### src/rtl/wdg_pkg.sv
`timescale 1ns/1ps
package wdg_pkg;
   localparam int REG_AW = 2;

   localparam logic [REG_AW-1:0] A_CTRL = 2'd0;
   localparam logic [REG_AW-1:0] A_STAT = 2'd1;
   localparam logic [REG_AW-1:0] A_TBLO = 2'd2;
   localparam logic [REG_AW-1:0] A_TBHI = 2'd3;

   // control word field positions
   localparam int C_PSL_HI = 31;
   localparam int C_PSL_LO = 30;
   localparam int C_RC_HI  = 29;
   localparam int C_RC_LO  = 28;
   localparam int C_IE     = 27;
   localparam int C_PSU_HI = 20;
   localparam int C_PSU_LO = 17;

   // status word field positions
   localparam int S_ARM    = 31;
   localparam int S_INT    = 30;
   localparam int S_REC_HI = 29;
   localparam int S_REC_LO = 28;
endpackage

### src/rtl/wdg_ctrl_reg.sv
`timescale 1ns/1ps
module wdg_ctrl_reg #(
   parameter int PSEL_W = 6,
   parameter int RC_W   = 2
)(
   input  logic              clk,
   input  logic              rst_n,
   input  logic              wr_stb,
   input  logic [PSEL_W-1:0] psel_in,
   input  logic              ie_in,
   input  logic [RC_W-1:0]   rc_in,
   output logic [PSEL_W-1:0] psel,
   output logic              irq_en,
   output logic [RC_W-1:0]   rc
);
   logic [PSEL_W-1:0] psel_q;
   logic              ie_q;
   logic [RC_W-1:0]   rc_q;

   always_ff @(posedge clk or negedge rst_n) begin
      if (!rst_n) begin
         psel_q <= '0;
         ie_q   <= 1'b0;
         rc_q   <= '0;
      end else if (wr_stb) begin
         psel_q <= psel_in;
         ie_q   <= ie_in;
         // write-once: the code locks after its first non-zero value
         if (rc_q == '0) rc_q <= rc_in;
      end
   end

   assign psel   = psel_q;
   assign irq_en = ie_q;
   assign rc     = rc_q;
endmodule

### src/rtl/wdg_timebase.sv
`timescale 1ns/1ps
module wdg_timebase #(
   parameter int TB_W   = 64,
   parameter int PSEL_W = 6
)(
   input  logic              clk,
   input  logic              rst_n,
   input  logic              count_en,
   input  logic [PSEL_W-1:0] psel,
   output logic [TB_W-1:0]   tb,
   output logic              tap_rise
);
   localparam logic [PSEL_W-1:0] TOP_IDX = PSEL_W'(TB_W - 1);

   logic [TB_W-1:0]   tb_q;
   logic              tap_q;
   logic [PSEL_W-1:0] tap_idx;
   logic              tap_now;

   always_comb begin
      tap_idx = TOP_IDX - psel;
      tap_now = tb_q[tap_idx];
   end

   always_ff @(posedge clk or negedge rst_n) begin
      if (!rst_n) begin
         tb_q  <= '0;
         tap_q <= 1'b0;
      end else begin
         if (count_en) tb_q <= tb_q + TB_W'(1);
         tap_q <= tap_now;
      end
   end

   assign tb       = tb_q;
   assign tap_rise = tap_now & ~tap_q;
endmodule

### src/rtl/wdg_escalate.sv
`timescale 1ns/1ps
module wdg_escalate #(
   parameter int RC_W = 2
)(
   input  logic            clk,
   input  logic            rst_n,
   input  logic            tap_rise,
   input  logic            clr_arm,
   input  logic            clr_int,
   input  logic [RC_W-1:0] clr_rec,
   input  logic [RC_W-1:0] rc,
   output logic            arm_flag,
   output logic            int_flag,
   output logic [RC_W-1:0] rec,
   output logic            rst_pulse
);
   logic            arm_q, int_q, pulse_q;
   logic [RC_W-1:0] rec_q;
   logic            arm_d, int_d, pulse_d;
   logic [RC_W-1:0] rec_d;
   logic            step;

   always_comb begin
      step    = tap_rise & ~(|rec_q);
      arm_d   = arm_q & ~clr_arm;
      int_d   = int_q & ~clr_int;
      rec_d   = rec_q & ~clr_rec;
      pulse_d = 1'b0;
      if (step) begin
         if (!arm_q) begin
            arm_d = 1'b1;
         end else if (!int_q) begin
            int_d = 1'b1;
         end else if (rc != '0) begin
            rec_d   = rc;
            pulse_d = 1'b1;
         end
      end
   end

   always_ff @(posedge clk or negedge rst_n) begin
      if (!rst_n) begin
         arm_q   <= 1'b0;
         int_q   <= 1'b0;
         rec_q   <= '0;
         pulse_q <= 1'b0;
      end else begin
         arm_q   <= arm_d;
         int_q   <= int_d;
         rec_q   <= rec_d;
         pulse_q <= pulse_d;
      end
   end

   assign arm_flag  = arm_q;
   assign int_flag  = int_q;
   assign rec       = rec_q;
   assign rst_pulse = pulse_q;
endmodule

### src/rtl/wdg_tap_watchdog.sv
`timescale 1ns/1ps
module wdg_tap_watchdog
   import wdg_pkg::*;
#(
   parameter int TB_W   = 64,
   parameter int PSEL_W = 6,
   parameter int RC_W   = 2,
   parameter int DATA_W = 32
)(
   input  logic              clk,
   input  logic              rst_n,
   input  logic              count_en,
   input  logic              wr_en,
   input  logic [REG_AW-1:0] wr_addr,
   input  logic [DATA_W-1:0] wr_data,
   input  logic [REG_AW-1:0] rd_addr,
   output logic [DATA_W-1:0] rd_data,
   output logic              irq,
   output logic              rst_req
);
   // elaboration-time parameter checks
   if (TB_W != (1 << PSEL_W)) begin : g_bad_tb
      $error("TB_W must equal 2**PSEL_W");
   end
   if (PSEL_W != 6 || RC_W != 2 || DATA_W != 32) begin : g_bad_layout
      $error("register layout needs PSEL_W=6, RC_W=2, DATA_W=32");
   end

   logic [PSEL_W-1:0] psel_val;
   logic              ie_val;
   logic [RC_W-1:0]   rc_val;
   logic [TB_W-1:0]   tb_val;
   logic              tap_rise;
   logic              arm_flag, int_flag;
   logic [RC_W-1:0]   rec_val;
   logic              ctrl_wr, stat_wr;
   logic [DATA_W-1:0] tb_lo, tb_hi;
   logic              wr_data_unused;

   assign ctrl_wr = wr_en && (wr_addr == A_CTRL);
   assign stat_wr = wr_en && (wr_addr == A_STAT);
   assign wr_data_unused = ^{wr_data[26:21], wr_data[16:0]};

   wdg_ctrl_reg #(.PSEL_W(PSEL_W), .RC_W(RC_W)) ctrl_i (
      .clk     (clk),
      .rst_n   (rst_n),
      .wr_stb  (ctrl_wr),
      .psel_in ({wr_data[C_PSU_HI:C_PSU_LO], wr_data[C_PSL_HI:C_PSL_LO]}),
      .ie_in   (wr_data[C_IE]),
      .rc_in   (wr_data[C_RC_HI:C_RC_LO]),
      .psel    (psel_val),
      .irq_en  (ie_val),
      .rc      (rc_val)
   );

   wdg_timebase #(.TB_W(TB_W), .PSEL_W(PSEL_W)) tbase_i (
      .clk      (clk),
      .rst_n    (rst_n),
      .count_en (count_en),
      .psel     (psel_val),
      .tb       (tb_val),
      .tap_rise (tap_rise)
   );

   wdg_escalate #(.RC_W(RC_W)) esc_i (
      .clk       (clk),
      .rst_n     (rst_n),
      .tap_rise  (tap_rise),
      .clr_arm   (stat_wr & wr_data[S_ARM]),
      .clr_int   (stat_wr & wr_data[S_INT]),
      .clr_rec   ({RC_W{stat_wr}} & wr_data[S_REC_HI:S_REC_LO]),
      .rc        (rc_val),
      .arm_flag  (arm_flag),
      .int_flag  (int_flag),
      .rec       (rec_val),
      .rst_pulse (rst_req)
   );

   assign irq = int_flag & ie_val;

   if (TB_W > DATA_W) begin : g_tb_split
      assign tb_lo = DATA_W'(tb_val);
      assign tb_hi = DATA_W'(tb_val >> DATA_W);
   end else begin : g_tb_single
      assign tb_lo = DATA_W'(tb_val);
      assign tb_hi = '0;
   end

   always_comb begin
      rd_data = '0;
      case (rd_addr)
         A_CTRL: begin
            rd_data[C_PSL_HI:C_PSL_LO] = psel_val[1:0];
            rd_data[C_PSU_HI:C_PSU_LO] = psel_val[5:2];
            rd_data[C_RC_HI:C_RC_LO]   = rc_val;
            rd_data[C_IE]              = ie_val;
         end
         A_STAT: begin
            rd_data[S_ARM]             = arm_flag;
            rd_data[S_INT]             = int_flag;
            rd_data[S_REC_HI:S_REC_LO] = rec_val;
         end
         A_TBLO:  rd_data = tb_lo;
         default: rd_data = tb_hi;
      endcase
   end
endmodule

### config.mk
export PLATFORM = sky130hd
export DESIGN_NAME = wdg_tap_watchdog
export DESIGN_NICKNAME = d
export VERILOG_FILES = /design/src/rtl/wdg_pkg.sv /design/src/rtl/wdg_ctrl_reg.sv /design/src/rtl/wdg_timebase.sv /design/src/rtl/wdg_escalate.sv /design/src/rtl/wdg_tap_watchdog.sv
export SDC_FILE = /design/constraint.sdc
export NUM_CORES = 1
export LEC_CHECK = 0
export BUFFER_PORTS_ARGS = -buffer_cell sky130_fd_sc_hd__buf_2
export CORE_ASPECT_RATIO = 1.5
export CORE_MARGIN = 3
export CORE_UTILIZATION = 40
export CTS_CLUSTER_SIZE = 28
export DETAILED_ROUTE_END_ITERATION = 10
export PLACE_DENSITY_LB_ADDON = 0.3
export RECOVER_POWER = 100
export SLEW_MARGIN = 40
export SYNTH_ARGS = -nofsm -noshare
export SYNTH_HDL_FRONTEND = slang
export SYNTH_SLANG_ARGS = --single-unit
### constraint.sdc
create_clock -name clk -period 2.1 [get_ports clk]
set_input_delay 0.21 -clock clk [delete_from_list [all_inputs] [get_ports clk]]
set_output_delay 0.21 -clock clk [all_outputs]
set_load 0.005 [all_outputs]
==> impl_metrics.toml, run 1 <==
[run_status]
outcome = "complete, but fails checks"
violations = "setup timing"

[hold_path]
min_path_type = "in2reg"

[clocking]
ctsHtreeMaxLevel = 3
cts.sinks = 79
clk_pin_slew_ns = 0.07
clk_path_buf_depth = 2
ctsRootBufferMaster = "clkbuf_16"
clk_latency_ns = 0.35
cts_tree = "yes"
numCtsBuffers = 9

[yosys]
synth_top_area_share_pct = 42.8
yosys_register_bits = 79
yosysWarnings = 0
synthesis.nets = 445
yosys.area.top_type = "dfrtp_1"
synthFlopType = "dfrtp_1"
ys_types = 48
synth-seq-area-share_pct = 42.8
netlist_area_um2 = 4620
synth_area_leaders = "dfrtp_1 43%, mux2i_1 9.8%, xnor2_1 8.0%"
synth_cells = 404
async_reset_ff_share_pct = 100
avgSynthCellArea_um2 = 11.4
synth_edf_count = 0

[placed_design]
gp_congestion = 0.848
numPortBuffers = 50
place_inst = 667
hpwlAfterDp_mm = 9.85

[finish]
nFillCells = 993
fin_cells = 702
fin_nets = 591
drive_above_1_share_pct = 40.4
final_common_cell = "buf_4"
area_growth_pct = 34.0
final_cell_mix = "94 x buf_4, 73 x dfrtp_1, 50 x buf_2"
antenna_cells = 0

[drt]
ant_nets = 0
drtIter0Drc = 147
via_count = 3765
routed_wl_mm = 12.9
vias_per_cell = 5.36
first_pass_iters = 4
routedWlPerCell_um = 18.3
drc_errors = 0

[setup_path]
end_kind = "flip-flop"
critPathLaunchType = "flip-flop"
critPathRequiredTime_ns = 2.33
worstSetupPathType = "reg2reg"
crit_arrival_ns = 2.58
worstPathMaxFanout = 5

[grt]
grt_max_degree = 37
track_usage_pct = 20.8
grt_pass1_vias = 3860
grt_pass1_wl_mm = 20.4
grt-ovfl-total = 0
grt_antenna_before_repair = 0

[sta]
fin_crit_sh_pct = 112
rsz0062_at_grt = "true"
fin_skew_ns = 0.00836
hold_slack_ns = 0.0767
finalCriticalPeriod_ns = 2.34
finalWorstSetupSlack_ns = -0.243
finalMaxSlewViolations = 0
worst_pin_slew_ns = 0.868
setup_viol = 5
fmax_mhz = 427
max-slew-margin-rel_pct = 42.1
hold_violations = 0

[power]
finalPower_mw = 4.36
power.density_nw_per_um2 = 705
ir_drop_v = 0.000519
p_leak_nw = 2.99

[die]
start_util_pct = 41.3
die-area_um2 = 12900
die-height_um = 138
coreArea_um2 = 11200
die_x_um = 93.7
io_pins = 74
num_rows = 47

[job]
max-cap-violations = 0
[metrics by stage]
step           instance area (µm²)  TNS, ns  setup WS, ns  util (%)
3_5_place_dp                  5620    -3.95        -0.237      50.3
3_3_place_gp                  5620    -2.84        -0.192      50.3
6_report                      6190    -1.06        -0.243      55.4
4_1_cts                       5980   -0.941        -0.216      53.5
5_1_grt                       6190    -1.48        -0.295      55.4
2_1_floorplan                 4610   -0.150       -0.0501         -
[worst max-delay path, cell delays in order, from the launching register on]
cell and delay (ns):
dfrtp_2 0.44, buf_4 0.14, mux4_2 0.50, mux2_4 0.29, or3_4 0.34, o2111ai_4 0.11, a2111oi_4 0.13, a32o_1 0.28
[what timing repair did]
item / CTS / global route
pin swaps: 5 / 10
cloned: 0 / 0
hold endpoints to repair: 27 / 0
resized for setup: 11 / 29
endpoints found under the setup margin: 34 / 28
buffers inserted: 1 / 17
hold buffers: 1 / 0
[registers in the layout, indices dropped and copies added (netlist names)]
register         flops
tbase_i.tb          64
ctrl_i.psel          6
ctrl_i.rc            2
esc_i.rec            2
ctrl_i.irq_en        1
esc_i.arm_flag       1
esc_i.int_flag       1
esc_i.rst_pulse      1
tbase_i.tap_q        1
[cells in the mapped netlist, types with 3 or more instances]
cell and number:
dfrtp_1 79, mux2i_1 45, xnor2_1 42, nand3_1 26, nor2b_1 26, nand2_1 24
xor2_1 21, nor2_1 15, and4_1 14, mux2_2 13, nand4_1 12, mux4_2 11
and3_1 10, clkbuf_1 10, and2_1 6, a22o_1 5, inv_1 3, mux4_1 3
nor4_1 3
[cells by family (layout without fill, tap and decap cells)]
logic type,after synthesis,count (layout),synth area share (%)
and+or+nand+nor,148,148,18.4
AOI/OAI and AO/OA,20,20,4.17
muxes,72,72,20.0
xor gates and xnor gates,63,63,11.9
buffers and inverters,21,172,2.44
adders and majority gates,1,1,0.271
DFF,79,79,42.8
[layer usage]
metal	vias up	global-route usage (%)	share of wire, %
li1	1760	-	-
met3	25	3.66	3.3
met5	-	0	0
met4	0	8.11	3.4
met1	1894	23.9	41
met2	86	37.9	53
[final cells by class]
class                   instances  area, µm²  area share (%)
multi-input cells             304       2660            42.9
flip-flops and latches         79       1980            32.1
repair buffers                153       1050            16.9
clock buffers                   9        225            3.64
well taps                     147        184            2.97
clock inverters                 7       78.8            1.27
inverters                       3       11.3           0.182
[path summary, 6_finish.rpt]
kind                           startpoint              to  slack (ns)  cells after the start
hold reg to reg            tbase_i.tb[63]  tbase_i.tb[63]        0.51                      1
min in group asynchronous           rst_n  tbase_i.tb[39]        0.47                      2
hold / removal                wr_data[19]  ctrl_i.psel[4]        0.08                      3
setup / recovery           ctrl_i.psel[1]    esc_i.rec[1]       -0.24                      7
max in group asynchronous           rst_n   tbase_i.tb[7]        0.25                      3
setup reg to reg           ctrl_i.psel[1]    esc_i.rec[1]       -0.24                      7
[power by group]
group | switching, mW | internal (mW)
Clock | 0.687 | 0.933
Sequential | 0.166 | 1.65
Combinational | 0.411 | 0.512
No activity file was read; power rests on OpenSTA's default activity.
==> run 2, diff against run 1 <==
--- a/config.mk
+++ b/config.mk
@@ -7,7 +7,7 @@
 export LEC_CHECK = 0
 export BUFFER_PORTS_ARGS = -buffer_cell sky130_fd_sc_hd__buf_2
 export CORE_ASPECT_RATIO = 1.5
-export CORE_MARGIN = 3
+export CORE_MARGIN = 10
 export CORE_UTILIZATION = 40
 export CTS_CLUSTER_SIZE = 28
 export DETAILED_ROUTE_END_ITERATION = 10
==> impl_metrics.toml, run 2 (synthesis results as in run 1) <==
[drt]
vias_per_cell = 5.31
routedWlPerCell_um = 18.9
ant_nets = 0
via_count = 3744
routed_wl_mm = 13.3
drtIter0Drc = 189
drc_errors = 0
first_pass_iters = 5

[clocking]
numCtsBuffers = 9
clk_pin_slew_ns = 0.06
clk_latency_ns = 0.35
ctsRootBufferMaster = "clkbuf_16"
cts.sinks = 79
clk_path_buf_depth = 2
ctsHtreeMaxLevel = 3
cts_tree = "yes"

[finish]
fin_nets = 591
largest_register_ffs = 64
final_common_cell = "buf_4"
drive_above_1_share_pct = 36.6
antenna_cells = 0
area_growth_pct = 33.0
final_cell_mix = "87 x buf_4, 74 x dfrtp_1, 45 x mux2i_1"

[setup_path]
path_cells = "clkbuf_16 -> mux2i_1 -> mux4_2 -> a31oi_4 -> nand3_2 -> a2111oi_4 -> a32o_1"
worstSetupPathType = "reg2reg"
critPathRequiredTime_ns = 2.38
crit_buf_inv = 1
slowest_stage = "mux4_2"
crit_arrival_ns = 2.66
cpPeakStageDelay_ns = 0.51
path_delay_family = "compound AO/OA/AOI/OAI gates"
critPathLaunchType = "flip-flop"
worstPathMaxFanout = 6
end_kind = "flip-flop"

[sta]
setup_tns_ns = -2.35
finalCriticalPeriod_ns = 2.38
hold_violations = 0
finalMaxSlewViolations = 0
setup_viol = 26
fmax_mhz = 420
fin_skew_ns = 0.00518
fin_crit_sh_pct = 113
max-slew-margin-rel_pct = 34.9
rsz0062_at_grt = "true"
worst_pin_slew_ns = 0.976
finalWorstSetupSlack_ns = -0.281

[grt]
grt_antenna_before_repair = 0
grt_max_degree = 44
grt_pass1_wl_mm = 21.0
grt_pass1_vias = 3941
track_usage_pct = 16.3
grt-ovfl-total = 0

[power]
power.density_nw_per_um2 = 706
p_leak_nw = 2.90
ir_drop_v = 0.000381
finalPower_mw = 4.34

[placed_design]
numPortBuffers = 50
gp_congestion = 0.890
hpwlAfterDp_mm = 9.94

[run_status]
violations = "setup timing"
outcome = "complete, but fails checks"

[hold_path]
min_path_type = "in2reg"

[die]
num_rows = 48
io_pins = 74
die_x_um = 108
die-area_um2 = 16300
coreArea_um2 = 11400
die-height_um = 152
start_util_pct = 40.5

[job]
max-cap-violations = 0
## run 2: worst register-to-register path, cell delays in order (launching register included)
cell and delay (ns):
dfrtp_2 0.46, clkbuf_16 0.18, mux2i_1 0.12, mux4_2 0.51
a31oi_4 0.20, nand3_2 0.12, a2111oi_4 0.46, a32o_1 0.26
## run 2: worst paths after layout
path	startpoint	cells past startpoint	to	slack (ns)
max in group asynchronous	rst_n	3	tbase_i.tb[39]	0.28
worst max register to register	ctrl_i.psel[1]	7	esc_i.rec[0]	-0.28
worst min register to register	ctrl_i.irq_en	1	ctrl_i.irq_en	0.54
worst min-delay path	wr_data[19]	3	ctrl_i.psel[4]	0.08
worst max-delay path	ctrl_i.psel[1]	7	esc_i.rec[0]	-0.28
min in group asynchronous	rst_n	2	tbase_i.tb[44]	0.55
## run 2: routing by layer
metal  routed length [µm]  part of all wire (%)  GRT usage, %  up-vias
met2                 6790                    51          28.3       95
met1                 5370                    40          18.6     1857
li1                     -                     -             -     1757
met3                  655                   4.9          4.02       35
met5                    0                     0             0        -
met4                  509                   3.8          7.04        0
## run 2: final cells by class
cell class                 count  area [µm²]
fill                        1048        5270
tap                          150         188
multi-input combinational    304        2620
sequential                    79        1980
clock inverter                 3        15.0
clock buffer                  13         280
inverter                       3        11.3
timing repair buffer         153        1040
## run 2: through the flow
stage | utilization (%) | setup slack [ns] | cells | hold WS, ns | instance area, µm²
2_1_floorplan | - | -0.0501 | 404 | -0.0856 | 4610
3_3_place_gp | 49.7 | -0.191 | 679 | 0.215 | 5680
3_5_place_dp | 49.7 | -0.224 | 679 | 0.220 | 5680
4_1_cts | 52.8 | -0.239 | 697 | 0.0830 | 6020
5_1_grt | 53.8 | -0.316 | 705 | 0.105 | 6140
6_report | 53.8 | -0.281 | 705 | 0.0828 | 6140
## run 2: repair_timing
| action | in CTS | in global routing |
|---|---|---|
| setup buffers | 1 | 6 |
| cloned | 0 | 2 |
| endpoints found under the setup margin | 20 | 32 |
| gates resized for setup | 8 | 33 |
| hold endpoints to repair | 36 | 0 |
| pin swaps | 1 | 7 |
| hold buffers | 1 | 0 |
## run 2: power by group
group	switching, mW	total [mW]	internal, mW
combinational	0.456	0.998	0.542
sequential	0.141	1.79	1.65
clock	0.624	1.55	0.923
==> run 3, diff against run 2 <==
--- a/config.mk
+++ b/config.mk
@@ -5,6 +5,7 @@
 export SDC_FILE = /design/constraint.sdc
 export NUM_CORES = 1
 export LEC_CHECK = 0
+export ABC_AREA = 1
 export BUFFER_PORTS_ARGS = -buffer_cell sky130_fd_sc_hd__buf_2
 export CORE_ASPECT_RATIO = 1.5
 export CORE_MARGIN = 10
==> impl_metrics.toml, run 3 <==
[setup_path]
worstSetupPathType = "reg2reg"
critPathRequiredTime_ns = 2.33
end_kind = "flip-flop"
critPathLaunchType = "flip-flop"
worstPathMaxFanout = 5
crit_arrival_ns = 2.21
worstRegToRegCells = 8

[grt]
grt_pass1_wl_mm = 28.6
track_usage_pct = 20.0
grt_pass1_vias = 5231
grt-ovfl-total = 0
grt_antenna_before_repair = 0
grt_max_degree = 46

[yosys]
synth-seq-area-share_pct = 37.1
async_reset_ff_share_pct = 100
synth-simple-area-share_pct = 38.3
yosysWarnings = 0
synthFlopType = "dfrtp_1"
ys_types = 45
synth_top_family_by_area = "simple AND/OR/NAND/NOR gates"
synthesis.nets = 774
synth-xor-area-share_pct = 9.54
synth_area_leaders = "dfrtp_1 37%, nand2_1 14%, xor2_1 9.4%"
synthAdderAreaFrac_pct = 0.235
avgSynthCellArea_um2 = 7.26
synth_commonest_cells = "203 x nand2_1, 95 x inv_1, 79 x dfrtp_1, 79 x nand3_1, 57 x xor2_1"
synth_edf_count = 0
synth.most_common_cell = "nand2_1"
synth_cells = 733
synth_top_area_share_pct = 37.1
yosys_register_bits = 79
netlist_area_um2 = 5330
synthMuxAreaShare_pct = 0.211
synth_compound_area_share_pct = 5.97
yosys.area.top_type = "dfrtp_1"

[clocking]
ctsHtreeMaxLevel = 3
cts.sinks = 79
clk_latency_ns = 0.35
cts_tree = "yes"
clk_pin_slew_ns = 0.06
numCtsBuffers = 9
ctsRootBufferMaster = "clkbuf_16"
clk_path_buf_depth = 2

[sta]
finalCriticalPeriod_ns = 1.97
fin_crit_sh_pct = 94.0
fmax_mhz = 507
worst_pin_slew_ns = 0.960
max-slew-margin-rel_pct = 36.0
rsz0062_at_grt = "false"
setup_viol = 0
finalMaxSlewViolations = 0
fin_skew_ns = 0.00829
hold_violations = 0
setup_tns_ns = 0

[drt]
drtIter0Drc = 421
first_pass_iters = 5
vias_per_cell = 5.34
via_count = 5226
ant_nets = 0
routed_wl_mm = 18.0
drc_errors = 0
routedWlPerCell_um = 18.5

[die]
die_x_um = 114
num_rows = 51
io_pins = 74
coreArea_um2 = 13000
start_util_pct = 40.9
die-area_um2 = 18400
die-height_um = 161

[finish]
nFillCells = 1425
final_cell_mix = "205 x nand2_1, 96 x inv_1, 79 x nand3_1"
largest_register_ffs = 64
drive_above_1_share_pct = 13.1
area_growth_pct = 16.8
antenna_cells = 0
final_common_cell = "nand2_1"
fin_nets = 855

[power]
p_leak_nw = 3.08
ir_drop_v = 0.000389
finalPower_mw = 4.62
power.density_nw_per_um2 = 743

[hold_path]
whs_path_depth = 2
min_path_type = "in2reg"

[placed_design]
gp_congestion = 0.958
numPortBuffers = 50
hpwlAfterDp_mm = 14.1

[job]
max-cap-violations = 0

[run_status]
outcome = "complete, no violations"
==> run 3: changes by cell type after synthesis, sizes merged, moves of 26 or more <==
cell	delta
nand3	+55
nor2b	-26
mux2i	-45
xnor2	-41
inv	+97
nor3	+30
xor2	+36
nand2	+190
nor2	+48
==> run 3: through the flow <==
step                hold slack, ns  instances  util [%]  instance area (µm²)  setup slack, ns
global route                0.0914        978      47.8                 6220          0.00149
global placement             0.195        958      45.9                 5970            0.157
detailed placement           0.201        958      45.9                 5970            0.128
floorplan                  -0.0856        733         -                 5330            0.219
finish                      0.0854        978      47.8                 6220            0.126
CTS                         0.0860        975      48.2                 6280            0.111
==> run 3: repair_timing <==
action,CTS,global route
endpoints found under the hold margin,34,0
resized for setup,0,3
hold buffers,1,0
endpoints found under the setup margin,0,3
setup buffers,0,3
==> run 3: area by class of cell <==
type	count	area, µm²	area share [%]
Inverter	101	379	6.10
Sequential cell	79	1980	31.8
Timing Repair Buffer	89	504	8.11
Clock inverter	6	71.3	1.15
Clock buffer	10	229	3.68
Multi-Input combinational cell	534	2860	46.0
Tap cell	159	199	3.20
==> run 3: worst max-delay path, stage by stage, from the launching register on <==
cell and delay (ns):
dfrtp_1 0.44, inv_1 0.12, nor3_1 0.38, nand2_1 0.18, nor3_1 0.21, nand2_2 0.17, nor2_2 0.14, nand2_1 0.07
xor2_1 0.14
==> run 3: report_power, final <==
group,switching [mW],leakage [nW],internal [mW],total (mW)
registers,0.180,0.927,1.67,1.85
clock network,0.678,0.139,0.927,1.61
logic,0.752,2.01,0.416,1.17
total,1.61,3.08,3.01,4.62
==> run 3: worst paths after layout <==
kind / start / endpoint / slack (ns)
min reg2reg: ctrl_i.rc[0] / ctrl_i.rc[1] / 0.53
max: tbase_i.tb[27] / tbase_i.tb[61] / 0.13
min in group asynchronous: rst_n / tbase_i.tb[2] / 0.54
max in group asynchronous: rst_n / tbase_i.tb[63] / 0.79
max reg2reg: tbase_i.tb[27] / tbase_i.tb[61] / 0.13
min: wr_data[27] / ctrl_i.irq_en / 0.09
==> run 3: layer usage <==
layer,global-route usage (%),part of all wire [%],up-vias
met1,22.4,38,2466
met5,0,0,-
li1,-,-,2520
met4,11.9,5.7,0
met3,2.41,4.2,55
met2,34.9,52,185
==> run 3: kinds of logic (layout without fill, tap and decap cells) <==
| family | count (synthesis) | count (layout) |
|---|---|---|
| muxes | 1 | 1 |
| DFF | 79 | 79 |
| and+or+nand+nor | 421 | 421 |
| xor gates and xnor gates | 58 | 58 |
| AOI/OAI and AO/OA | 53 | 53 |
| buffers and inverters | 120 | 206 |
| adders and majority gates | 1 | 1 |
